===== src/rtl/itimer_pkg.sv =====
// Shared types for the interval timer: mode encoding and mode canonicalisation.
// Assumes a 3-bit mode code on the write port.
package itimer_pkg;

    localparam int MODE_W = 3;

    typedef enum logic [MODE_W-1:0] {
        TM_LATCH_HIGH = 3'd0,
        TM_PULSE_LOW  = 3'd1,
        TM_RATE       = 3'd2,
        TM_SQUARE     = 3'd3,
        TM_STROBE_A   = 3'd4,
        TM_STROBE_B   = 3'd5
    } tm_mode_e;

    // Map the two spare codes (6 and 7) onto the periodic modes 2 and 3.
    function automatic tm_mode_e canon_mode(input logic [MODE_W-1:0] code);
        if (code[2:1] == 2'b11) begin
            return tm_mode_e'({1'b0, code[1:0]});
        end
        return tm_mode_e'(code);
    endfunction

    // True for modes whose elapsed count wraps at the period.
    function automatic logic is_periodic(input tm_mode_e m);
        return (m == TM_RATE) || (m == TM_SQUARE);
    endfunction

endpackage


===== src/rtl/itimer_elapsed.sv =====
// Elapsed-tick counter of one channel.
// In periodic modes it wraps at the effective count and remembers that it has
// wrapped at least once; in one-shot modes it saturates one past the count.
// Assumes eff_count is in 1..2**(ELW-1) and stays constant between loads.
module itimer_elapsed #(
    parameter int ELW = 17
) (
    input  logic           clk,
    input  logic           rst_n,
    input  logic           load,
    input  logic           advance,
    input  logic           periodic,
    input  logic [ELW-1:0] eff_count,
    output logic [ELW-1:0] elapsed,
    output logic           wrapped
);

    logic [ELW-1:0] last_phase;

    // Last phase value before a periodic wrap.
    always_comb last_phase = eff_count - ELW'(1);

    // Count ticks since load, wrapping or saturating according to the mode class.
    always_ff @(posedge clk) begin
        if (!rst_n || load) begin
            elapsed <= '0;
            wrapped <= 1'b0;
        end else if (advance) begin
            if (periodic) begin
                if (elapsed == last_phase) begin
                    elapsed <= '0;
                    wrapped <= 1'b1;
                end else begin
                    elapsed <= elapsed + ELW'(1);
                end
            end else if (elapsed <= eff_count) begin
                elapsed <= elapsed + ELW'(1);
            end
        end
    end

endmodule


===== src/rtl/itimer_wave.sv =====
// Output decoder of one channel: a pure function of the mode, the effective
// count and the elapsed ticks (phase within the period in periodic modes).
// Assumes the elapsed value comes from itimer_elapsed under the same mode.
module itimer_wave
    import itimer_pkg::*;
#(
    parameter int ELW = 17
) (
    input  tm_mode_e       mode,
    input  logic [ELW-1:0] eff_count,
    input  logic [ELW-1:0] elapsed,
    input  logic           wrapped,
    output logic           wave
);

    logic [ELW-1:0] high_len;

    // High-phase length of the square wave, with the odd tick on the high side.
    always_comb high_len = (eff_count + ELW'(1)) >> 1;

    // Select the output shape for the current mode.
    always_comb begin
        unique case (mode)
            TM_LATCH_HIGH: wave = (elapsed >= eff_count);
            TM_PULSE_LOW:  wave = (elapsed <  eff_count);
            TM_RATE:       wave = wrapped && (elapsed == '0);
            TM_SQUARE:     wave = (elapsed < high_len);
            TM_STROBE_A,
            TM_STROBE_B:   wave = (elapsed == eff_count);
            default:       wave = 1'b0;
        endcase
    end

endmodule


===== src/rtl/itimer_channel.sv =====
// One timer channel: holds the mode and reload count, and drives the
// elapsed counter and the output decoder.
// Assumes load is a one-cycle strobe and that advance already includes the gate.
module itimer_channel
    import itimer_pkg::*;
#(
    parameter int CNT_W = 16
) (
    input  logic             clk,
    input  logic             rst_n,
    input  logic             load,
    input  tm_mode_e         load_mode,
    input  logic [CNT_W-1:0] load_count,
    input  logic             advance,
    output logic             wave
);

    localparam int ELW = CNT_W + 1;

    tm_mode_e       mode_q;
    logic [CNT_W-1:0] count_q;
    logic [ELW-1:0] eff_count;
    logic [ELW-1:0] elapsed;
    logic           wrapped;

    // Hold the programmed mode and count; reset gives the full-period square wave.
    always_ff @(posedge clk) begin
        if (!rst_n) begin
            mode_q  <= TM_SQUARE;
            count_q <= '0;
        end else if (load) begin
            mode_q  <= load_mode;
            count_q <= load_count;
        end
    end

    // A stored zero stands for the largest period.
    always_comb eff_count = (count_q == '0) ? (ELW'(1) << CNT_W) : {1'b0, count_q};

    itimer_elapsed #(.ELW(ELW)) u_elapsed (
        .clk       (clk),
        .rst_n     (rst_n),
        .load      (load),
        .advance   (advance),
        .periodic  (is_periodic(mode_q)),
        .eff_count (eff_count),
        .elapsed   (elapsed),
        .wrapped   (wrapped)
    );

    itimer_wave #(.ELW(ELW)) u_wave (
        .mode      (mode_q),
        .eff_count (eff_count),
        .elapsed   (elapsed),
        .wrapped   (wrapped),
        .wave      (wave)
    );

endmodule


===== src/rtl/tri_interval_timer.sv =====
// Multi-channel interval timer top: registers the gates, decodes the write
// port into per-channel loads and instantiates one channel per output.
// Assumes wr_sel values at or above NUM_CH select no channel.
module tri_interval_timer
    import itimer_pkg::*;
#(
    parameter int          NUM_CH   = 3,
    parameter int          CNT_W    = 16,
    parameter logic [NUM_CH-1:0] GATE_RST = 3'b011,
    localparam int         SEL_W    = $clog2(NUM_CH + 1)
) (
    input  logic              clk,
    input  logic              rst_n,
    input  logic              tick_en,
    input  logic [NUM_CH-1:0] gate_in,
    input  logic              wr_en,
    input  logic [SEL_W-1:0]  wr_sel,
    input  logic [MODE_W-1:0] wr_mode,
    input  logic [CNT_W-1:0]  wr_count,
    output logic [NUM_CH-1:0] gate_state,
    output logic [NUM_CH-1:0] timer_out
);

    tm_mode_e wr_mode_c;

    // Fold the spare mode codes before they reach the channels.
    always_comb wr_mode_c = canon_mode(wr_mode);

    // Register the gate inputs; reset applies the per-channel defaults.
    always_ff @(posedge clk) begin
        if (!rst_n) gate_state <= GATE_RST;
        else        gate_state <= gate_in;
    end

    for (genvar ch = 0; ch < NUM_CH; ch++) begin : g_ch
        logic load_ch;

        // Load strobe for this channel only.
        always_comb load_ch = wr_en && (wr_sel == SEL_W'(ch));

        itimer_channel #(.CNT_W(CNT_W)) u_channel (
            .clk        (clk),
            .rst_n      (rst_n),
            .load       (load_ch),
            .load_mode  (wr_mode_c),
            .load_count (wr_count),
            .advance    (tick_en && gate_state[ch]),
            .wave       (timer_out[ch])
        );
    end

endmodule


===== config.mk =====
export PLATFORM = sky130hd
export DESIGN_NAME = tri_interval_timer
export DESIGN_NICKNAME = d
export VERILOG_FILES = /design/src/rtl/itimer_pkg.sv /design/src/rtl/itimer_elapsed.sv /design/src/rtl/itimer_wave.sv /design/src/rtl/itimer_channel.sv /design/src/rtl/tri_interval_timer.sv
export SDC_FILE = /design/constraint.sdc
export NUM_CORES = 1
export LEC_CHECK = 0
export BUFFER_PORTS_ARGS = -buffer_cell sky130_fd_sc_hd__buf_4
export CORE_MARGIN = 4
export CORE_UTILIZATION = 55
export DETAILED_ROUTE_END_ITERATION = 10
export PLACE_DENSITY = 0.72
export SETUP_SLACK_MARGIN = 0.4
export SLEW_MARGIN = 20
export SYNTH_ARGS = -nofsm -noshare
export SYNTH_HDL_FRONTEND = slang
export SYNTH_SLANG_ARGS = --single-unit

===== constraint.sdc =====
create_clock -name clk -period 9.84 [get_ports clk]
set_input_delay 1.476 -clock clk [delete_from_list [all_inputs] [get_ports clk]]
set_output_delay 1.476 -clock clk [all_outputs]
set_load 0.02 [all_outputs]

Word level (Yosys, flattened, before mapping)
Index checks and enable logic that the tools add are counted.

Register bits after elaboration: 114. Input bits: 28. Output and inout bits: 6. Word-level logic and storage cells: 114.

Add/subtract/negate cells: 9. Order comparisons: 12. Equality and inequality tests: 24. Muxes and demuxes: 18. Reduce and logical (&&, ||, !) cells: 38.

Operators with widths (number): $mux W17 (12); $add A17 B1 Y17 const B (6); $eq A17 B17 Y1 (6); $ge A17 B17 Y1 (3); $le A17 B17 Y1 (3); $logic_not A17 Y1 (3); $lt A17 B16 Y1 (3); $lt A17 B17 Y1 (3); $sub A17 B1 Y17 const B (3); $logic_not A16 Y1 (3); $eq A3 B2 Y1 const B (6); $eq A3 B3 Y1 const B (6); $pmux W1 S5 (3); $eq A3 B1 Y1 const B (3); $logic_and A1 B1 Y1 (9); $logic_not A3 Y1 (3); $reduce_and A3 Y1 (3); $logic_or A1 B1 Y1 (6); $mux W3 (2); $reduce_and A2 Y1 (3); $reduce_bool A2 Y1 (3); $reduce_or A2 Y1 (3); $eq A2 B2 Y1 const B (2); $eq A2 B1 Y1 const B (1); other kinds (3) (3).

Longest topological paths before layout
Gate-level depths: netlist of the first run.

Word-level depth: 6. Mapped depth: 17.

By module
Synthesis of the first run repeated with hierarchy kept, for this count alone.

Cell total of the unflattened synthesis: 1408. Area total of the unflattened synthesis: 11543.6 um2.

By module, submodules not included: itimer_elapsed (g_ch[0].u_channel.u_elapsed ...) (times used 2, cells each 231, area each 1835.5 um2, sequential area each 360.3 um2); itimer_wave (times used 3, cells each 149, area each 1134.8 um2, sequential area each 0.0 um2); itimer_channel (times used 3, cells each 82, area each 819.5 um2, sequential area each 380.4 um2); itimer_elapsed (g_ch[1].u_channel.u_elapsed) (times used 1, cells each 240, area each 1875.5 um2, sequential area each 360.3 um2); tri_interval_timer (times used 1, cells each 13, area each 133.9 um2, sequential area each 60.1 um2).

Worst setup path after synthesis of the first run
OpenSTA, ideal clock, no wires.

Kind: reg-to-output. Start point: register g_ch[2].u_channel.count_q[2]. End point: output port timer_out[2]. Data arrival time: 3286 ps. Data required time: 8364 ps. Path slack: 5078 ps. Stages on the path, launching flop included: 17. Path buffers: 2. Cell sequence: dfxtp_1 clkbuf_1 inv_1 nor3_1 and3_1 nand2_1 nor3_1 nand3_1 xnor2_1 ha_1 or4_1 a21oi_1 nand2_1 o21ai_0 a21oi_1 o31ai_1 buf_4.

Word-level cells in the longest chain between the ends: 5.

RTL lines: from (decl) (line itimer_channel.sv:21) `logic [CNT_W-1:0] count_q;`; from (signal assigned) (line itimer_channel.sv:33) `count_q <= load_count;`; $logic_not A16 Y1 (line itimer_channel.sv:38) `always_comb eff_count = (count_q == '0) ? (ELW'(1) << CNT_W) : {1'b0, count_q};`; $mux W17 (*) (line itimer_channel.sv:38); $add A17 B1 Y17 (line itimer_wave.sv:19) `always_comb high_len = (eff_count + ELW'(1)) >> 1;`; $lt A17 B16 Y1 (line itimer_wave.sv:27) `TM_SQUARE: wave = (elapsed < high_len);`; $pmux W1 S5 (*) (line itimer_wave.sv:23) `unique case (mode)`; to (decl) (line tri_interval_timer.sv:21) `output logic [NUM_CH-1:0] timer_out`.

Mark *: on every way between the ends. The rest lies on a longest branch, timed or not.

Worst setup path in the final report of the first run
Same ends and word-level chain as after synthesis.

==> flow_summary.toml, run 1 <==
[run_status]
status = "finished, final reports clean"

[setup_path]
cp.arrival_ns = 4.22
worstSetupPathType = "reg2out"
cp_slowest_cell = "dfxtp_1"
crit_path_start_kind = "flip-flop"
cp-end-kind = "output port"
critical_path.max_fanout = 11
crit_chain = "inv_1, nor3_1, and3_1, nand2_1, nor3_1, nand3_1, xnor2_1, ha_1, or4_1, a21oi_1, nand2_1, o21ai_0, a21oi_1, o31ai_1, buf_4"
required_ns = 8.36
max_stage_delay_ns = 0.56

[place]
placed_cells_incl_taps = 1504
dp.final_hpwl_microns = 21010
portBuffers = 33
globalplace.congestion = 0.9683
postPlaceCellArea_sq_mm = 0.01022

[cells_and_area]
antenna_cells = 0
final_nets = 1433
design_area_sq_mm = 0.01083
drive_gt1_share_pct = 6.891
area_growth_pct = 8.496
fin_cells = 1535

[hold_path]
hold_class = "reg2reg"

[yosys]
yosysTopAreaCell = "dfxtp_1"
syn_avg_cell_area_sq_um = 7.599
synth_top_area_share_pct = 22.86
yosys_warnings = 0
synth_edf_count = 0
yosysUniqueCellTypes = 71
synth-seq-cells = 114
syn-num-nets = 1453
ys_seq_area_share_pct = 22.86
netlist_area_sq_mm = 0.009985
synth_area_leaders = "dfxtp_1 (23%), ha_1 (14%), xnor2_1 (8.2%), nand2_1 (7.2%), a21boi_0 (4.1%)"
ys_async_sr_fraction_pct = 0
syn_inst = 1314
ys.flop_type = "dfxtp_1"

[clocking]
clk-insertion-delay-late_ns = 0.42
cts_sinks = 114
clockBufferDepth = 2
cts_tree = "done"
root_buffer = "clkbuf_16"
cts_setup_buffers = 0
numCtsBuffers = 17
htree_levels = 4
holdBufCountCts = 0
cts-resized-gates = 0
clkSlewWorstSetupHoldPaths_ns = 0.06

[route]
vias = 9359
ant_nets = 0
drt_pass1_iterations = 5
route.detailed.drc = 0
viasPerCell = 6.097
wirelength_microns = 27970
dr.first_iter.drc_count = 772
detail_route.wl_per_cell_microns = 18.22

[grt]
grt_remaining_overflow = 0
antenna_found_initial = 0
grt_pass1_vias = 8845
grt_use_total_pct = 27.81
grt_pass1_wl_microns = 45820
grt_max_degree = 69

[floorplanning]
ios = 34
die_x_microns = 142.7
core_sq_mm = 0.01790
dieArea_sq_mm = 0.02037
die_h_microns = 142.7
start_util_pct = 55.77
num_rows = 49

[flow_run]
drv_cap = 0

[sta]
slew_headroom_pct = 28.10
hold_viol_final = 0
period_minus_slack_ns = 5.701
rsz0062_at_grt = "false"
final-setup-viol-count = 0
skew_ns = 0.009120
worstMarginPinSlew_ns = 1.076
max_freq_mhz = 175.4
finalSetupTns_ns = 0
slew_viol_final = 0
period_share_pct = 57.94

[power_and_ir_drop]
p_leak_nw = 4.209
irDropWorstVdd_mv = 0.1284
powerDensity_mw_per_mm2 = 127.9
routing by layer:
layer / global-route usage (%) / wire length, microns
met1: 36.32 / 12250
met2: 46.02 / 13280
met3: 4.889 / 1609
met4: 10.26 / 831
met5: 0 / 0
cell usage after synthesis, types with 13 or more instances:
library cell,n
and3_1,25
xnor2_1,94
nor3_1,38
ha_1,111
clkbuf_1,58
nand2_1,191
a21boi_0,55
a21oi_1,52
dfxtp_1,114
a21o_1,17
nand4_1,42
nor4_1,30
nor2_1,95
nand3_1,65
xor2_1,40
o21ai_0,31
a31oi_1,13
inv_1,68
metrics by stage:
stage | util [%] | hold WS (ns) | worst slack (ns) | total power, W
4_1_cts | 60.51 | 0.4667 | 4.174 | 0.001386
6_report | 60.51 | 0.4657 | 4.139 | 0.001386
5_1_grt | 60.51 | 0.4943 | 3.785 | 0.001444
3_5_place_dp | 57.11 | 0.4504 | 4.713 | 0.0007386
3_3_place_gp | 57.11 | 0.4467 | 4.782 | 0.0007353
2_1_floorplan | - | 0.4324 | 5.078 | 0.0006746
path summary, 6_finish.rpt:
kind	start	to	slack (ns)	cells after the start
setup reg to reg	g_ch[2].u_channel.count_q[2]$_SDFFE_PN0P_	g_ch[2].u_channel.u_elapsed.elapsed[6]$_SDFFE_PP0P_	5.53	13
hold reg to reg	g_ch[2].u_channel.u_elapsed.wrapped$_SDFFE_PP0P_	g_ch[2].u_channel.u_elapsed.wrapped$_SDFFE_PP0P_	0.47	1
hold / removal	g_ch[2].u_channel.u_elapsed.wrapped$_SDFFE_PP0P_	g_ch[2].u_channel.u_elapsed.wrapped$_SDFFE_PP0P_	0.47	1
setup / recovery	g_ch[2].u_channel.count_q[2]$_SDFFE_PN0P_	timer_out[2]	4.14	15
report_power, final:
part	switching, W	internal [W]	total (W)
combinational	0.000142	0.0000998	0.000242
sequential	0.0000204	0.000472	0.000492
clock	0.000241	0.000411	0.000652
total	0.000403	0.000983	0.00139
cells in the final DEF, fill, tap and decap left out, drive strengths merged, types with 7 or more instances in the layout:
master / Yosys / final
nand2: 191 / 191
dfxtp: 114 / 114
a31oi: 13 / 13
a21o: 17 / 17
xor2: 40 / 40
inv: 68 / 70
or3: 10 / 10
nor4: 35 / 35
a21oi: 52 / 52
a21boi: 55 / 55
and3: 25 / 25
o21ai: 33 / 33
nand2b: 11 / 11
nand3b: 7 / 7
buf: 17 / 36
xnor2: 94 / 94
nor3: 38 / 38
or4: 8 / 8
ha: 111 / 111
nand3: 65 / 65
nand4: 42 / 42
a211oi: 9 / 9
clkbuf: 58 / 19
nor2: 97 / 97
nor3b: 7 / 7
final cells by class:
type / instances / area, sq um
inverter: 69 / 259.0
clock inverter: 12 / 156.4
timing repair buffer: 36 / 270.3
multi-input combinational: 1056 / 7126
tap: 229 / 286.5
sequential: 114 / 2282
fill: 1652 / 7069
clock buffer: 19 / 452.9
critical path: cells and delay by family, from the launching register on:
family	cells	cell delay [ns]
AOI/OAI and AO/OA	4	0.72
and+or+nand+nor	7	1.84
DFF	1	0.56
buffers and inverters	2	0.34
xor gates and xnor gates	1	0.15
adders and majority gates	1	0.19
flip-flops by register name, summed over array words and instances (netlist names):
name and cells:
g_ch.u_channel.u_elapsed.elapsed 51, g_ch.u_channel.count_q 48, g_ch.u_channel.mode_q 9, g_ch.u_channel.u_elapsed.wrapped 3, gate_state 3
cell families (layout without fill, tap and decap cells):
| group | count (synthesis) | after routing | share of synthesized area, % |
|---|---|---|---|
| compound gates | 233 | 233 | 15.88 |
| xor+xnor | 134 | 134 | 11.75 |
| fa+ha+maj | 111 | 111 | 13.91 |
| buf+inv | 144 | 136 | 5.827 |
| flops | 114 | 114 | 22.86 |
| mux | 7 | 7 | 0.7143 |
| simple gates | 571 | 571 | 29.06 |
Power figures use the tool's default switching activity.
==> inputs of run 2 (changes only) <==
==> constraint.sdc (replaced) <==
create_clock -name clk -period 5.3 [get_ports clk]
set_input_delay 0.795 -clock clk [delete_from_list [all_inputs] [get_ports clk]]
set_output_delay 0.795 -clock clk [all_outputs]
set_load 0.02 [all_outputs]
==> flow_summary.toml, run 2 (synthesis results as in run 1) <==
[run_status]
status = "finished, final reports clean"

[place]
globalplace.congestion = 0.9599
postPlaceCellArea_sq_mm = 0.01023
portBuffers = 33
dp.final_hpwl_microns = 21200

[grt]
grt_pass1_vias = 9007
grt_pass1_wl_microns = 46110
antenna_found_initial = 0
grt_max_degree = 69
grt_remaining_overflow = 0
grt_use_total_pct = 28.01

[clocking]
cts_tree = "done"
cts_sinks = 114
htree_levels = 4
clockBufferDepth = 2
clkSlewWorstSetupHoldPaths_ns = 0.06
cts-resized-gates = 0
clk-insertion-delay-late_ns = 0.43
root_buffer = "clkbuf_16"
cts_setup_buffers = 0
numCtsBuffers = 17
holdBufCountCts = 0

[power_and_ir_drop]
powerDensity_mw_per_mm2 = 236.3
irDropWorstVdd_mv = 0.2487
p_leak_nw = 4.215

[cells_and_area]
antenna_cells = 0
largest_reg_flops = 51
area_growth_pct = 8.722
reg_top3 = "g_ch.u_channel.u_elapsed.elapsed (51), g_ch.u_channel.count_q (48), g_ch.u_channel.mode_q (9)"
final_common_cell = "nand2_1"
drive_gt1_share_pct = 7.269
regMostFlops = "g_ch.u_channel.u_elapsed.elapsed"
design_area_sq_mm = 0.01086
final_nets = 1434
final_cell_mix = "nand2_1 (191), dfxtp_1 (113), ha_1 (111)"

[sta]
slew_viol_final = 0
rsz0062_at_grt = "true"
period_minus_slack_ns = 4.743
period_share_pct = 89.49
whs_ns = 0.4834
max_freq_mhz = 210.8
finalSetupTns_ns = 0
hold_viol_final = 0
slew_headroom_pct = 39.49
worstMarginPinSlew_ns = 0.9048
skew_ns = 0.01115
final-setup-viol-count = 0

[floorplanning]
core_sq_mm = 0.01790
start_util_pct = 55.77
ios = 34
num_rows = 49
dieArea_sq_mm = 0.02037
die_x_microns = 142.7
die_h_microns = 142.7

[setup_path]
max_stage_delay_ns = 0.57
cp-end-kind = "output port"
cp_slowest_cell = "nor4_1"
crit_buf_inv = 2
worstSetupPathType = "reg2out"
path_delay_family = "simple AND/OR/NAND/NOR gates"
required_ns = 4.51
crit_chain = "or3_1, nor4_1, nand4_1, inv_1, nor2_1, ha_1, nor2b_1, o21bai_1, a31oi_1, nor3_1, o21ai_0, o21bai_1, a221o_1, o31ai_1, buf_4"
crit_path_start_kind = "flip-flop"
cpMostUsedCell = "o21bai_1"
cp.arrival_ns = 3.95
critical_path.max_fanout = 8

[route]
vias = 9507
detail_route.wl_per_cell_microns = 18.12
viasPerCell = 6.189
ant_nets = 0
wirelength_microns = 27840
drt_pass1_iterations = 5
dr.first_iter.drc_count = 755
route.detailed.drc = 0

[hold_path]
hold_class = "reg2reg"

[flow_run]
drv_cap = 0
==> run 2: cell count changes in the layout (fill, tap and decap cells not counted), sizes merged <==
cell      delta
clkinvlp     -2
buf          +1
inv          +1
clkbuf       +1
==> run 2: per-layer routing <==
layer	vias up	track usage, %	part of all wire (%)
met1	4505	36.50	44
met4	0	9.505	3.2
met3	79	5.191	5.4
met2	311	46.66	48
met5	-	0	0
li1	4612	-	-
==> run 2: path summary, 6_finish.rpt <==
kind                                                       start                                                  end  slack [ns]  cells after the start
max                    g_ch[2].u_channel.count_q[3]$_SDFFE_PN0P_                                         timer_out[2]        0.56                     15
min          g_ch[2].u_channel.u_elapsed.elapsed[0]$_SDFFE_PP0P_  g_ch[2].u_channel.u_elapsed.elapsed[0]$_SDFFE_PP0P_        0.48                      2
max reg2reg            g_ch[2].u_channel.count_q[3]$_SDFFE_PN0P_  g_ch[2].u_channel.u_elapsed.elapsed[8]$_SDFFE_PP0P_        0.97                     13
min reg2reg  g_ch[2].u_channel.u_elapsed.elapsed[0]$_SDFFE_PP0P_  g_ch[2].u_channel.u_elapsed.elapsed[0]$_SDFFE_PP0P_        0.48                      2
==> run 2: worst reg2reg max path, delay by kind of cell (launching register included) <==
| kind | cells | cell delay [ns] |
|---|---|---|
| buffers and inverters | 1 | 0.19 |
| flip-flops | 1 | 0.41 |
| AND/OR/NAND/NOR | 9 | 2.56 |
| AO/OA/AOI/OAI | 2 | 0.77 |
| adder cells (fa/ha/maj) | 1 | 0.29 |
==> run 2: power by group <==
group	total (W)	internal, W	switching, W
sequential	0.000915	0.000876	0.0000384
combinational	0.000452	0.000186	0.000266
clock	0.00120	0.000754	0.000445
==> run 2: cell type report <==
type / instances / area, sq um
clock inverters: 11 / 153.9
flip-flops and latches: 114 / 2283
repair buffers: 37 / 277.8
multi-input cells: 1056 / 7148
fillers: 1651 / 7047
well taps: 229 / 286.5
clock buffers: 20 / 446.7
inverters: 69 / 259.0
==> run 2: through the flow <==
stage          util (%)  total power, W  worst slack (ns)  cells
4_1_cts           60.50        0.002575            0.4003   1536
6_report          60.64        0.002565            0.5570   1536
3_5_place_dp      57.15        0.001376            0.8629   1505
2_1_floorplan         -        0.001252             1.219   1314
5_1_grt           60.64        0.002672            0.3091   1536
3_3_place_gp      57.15        0.001368            0.9861   1505
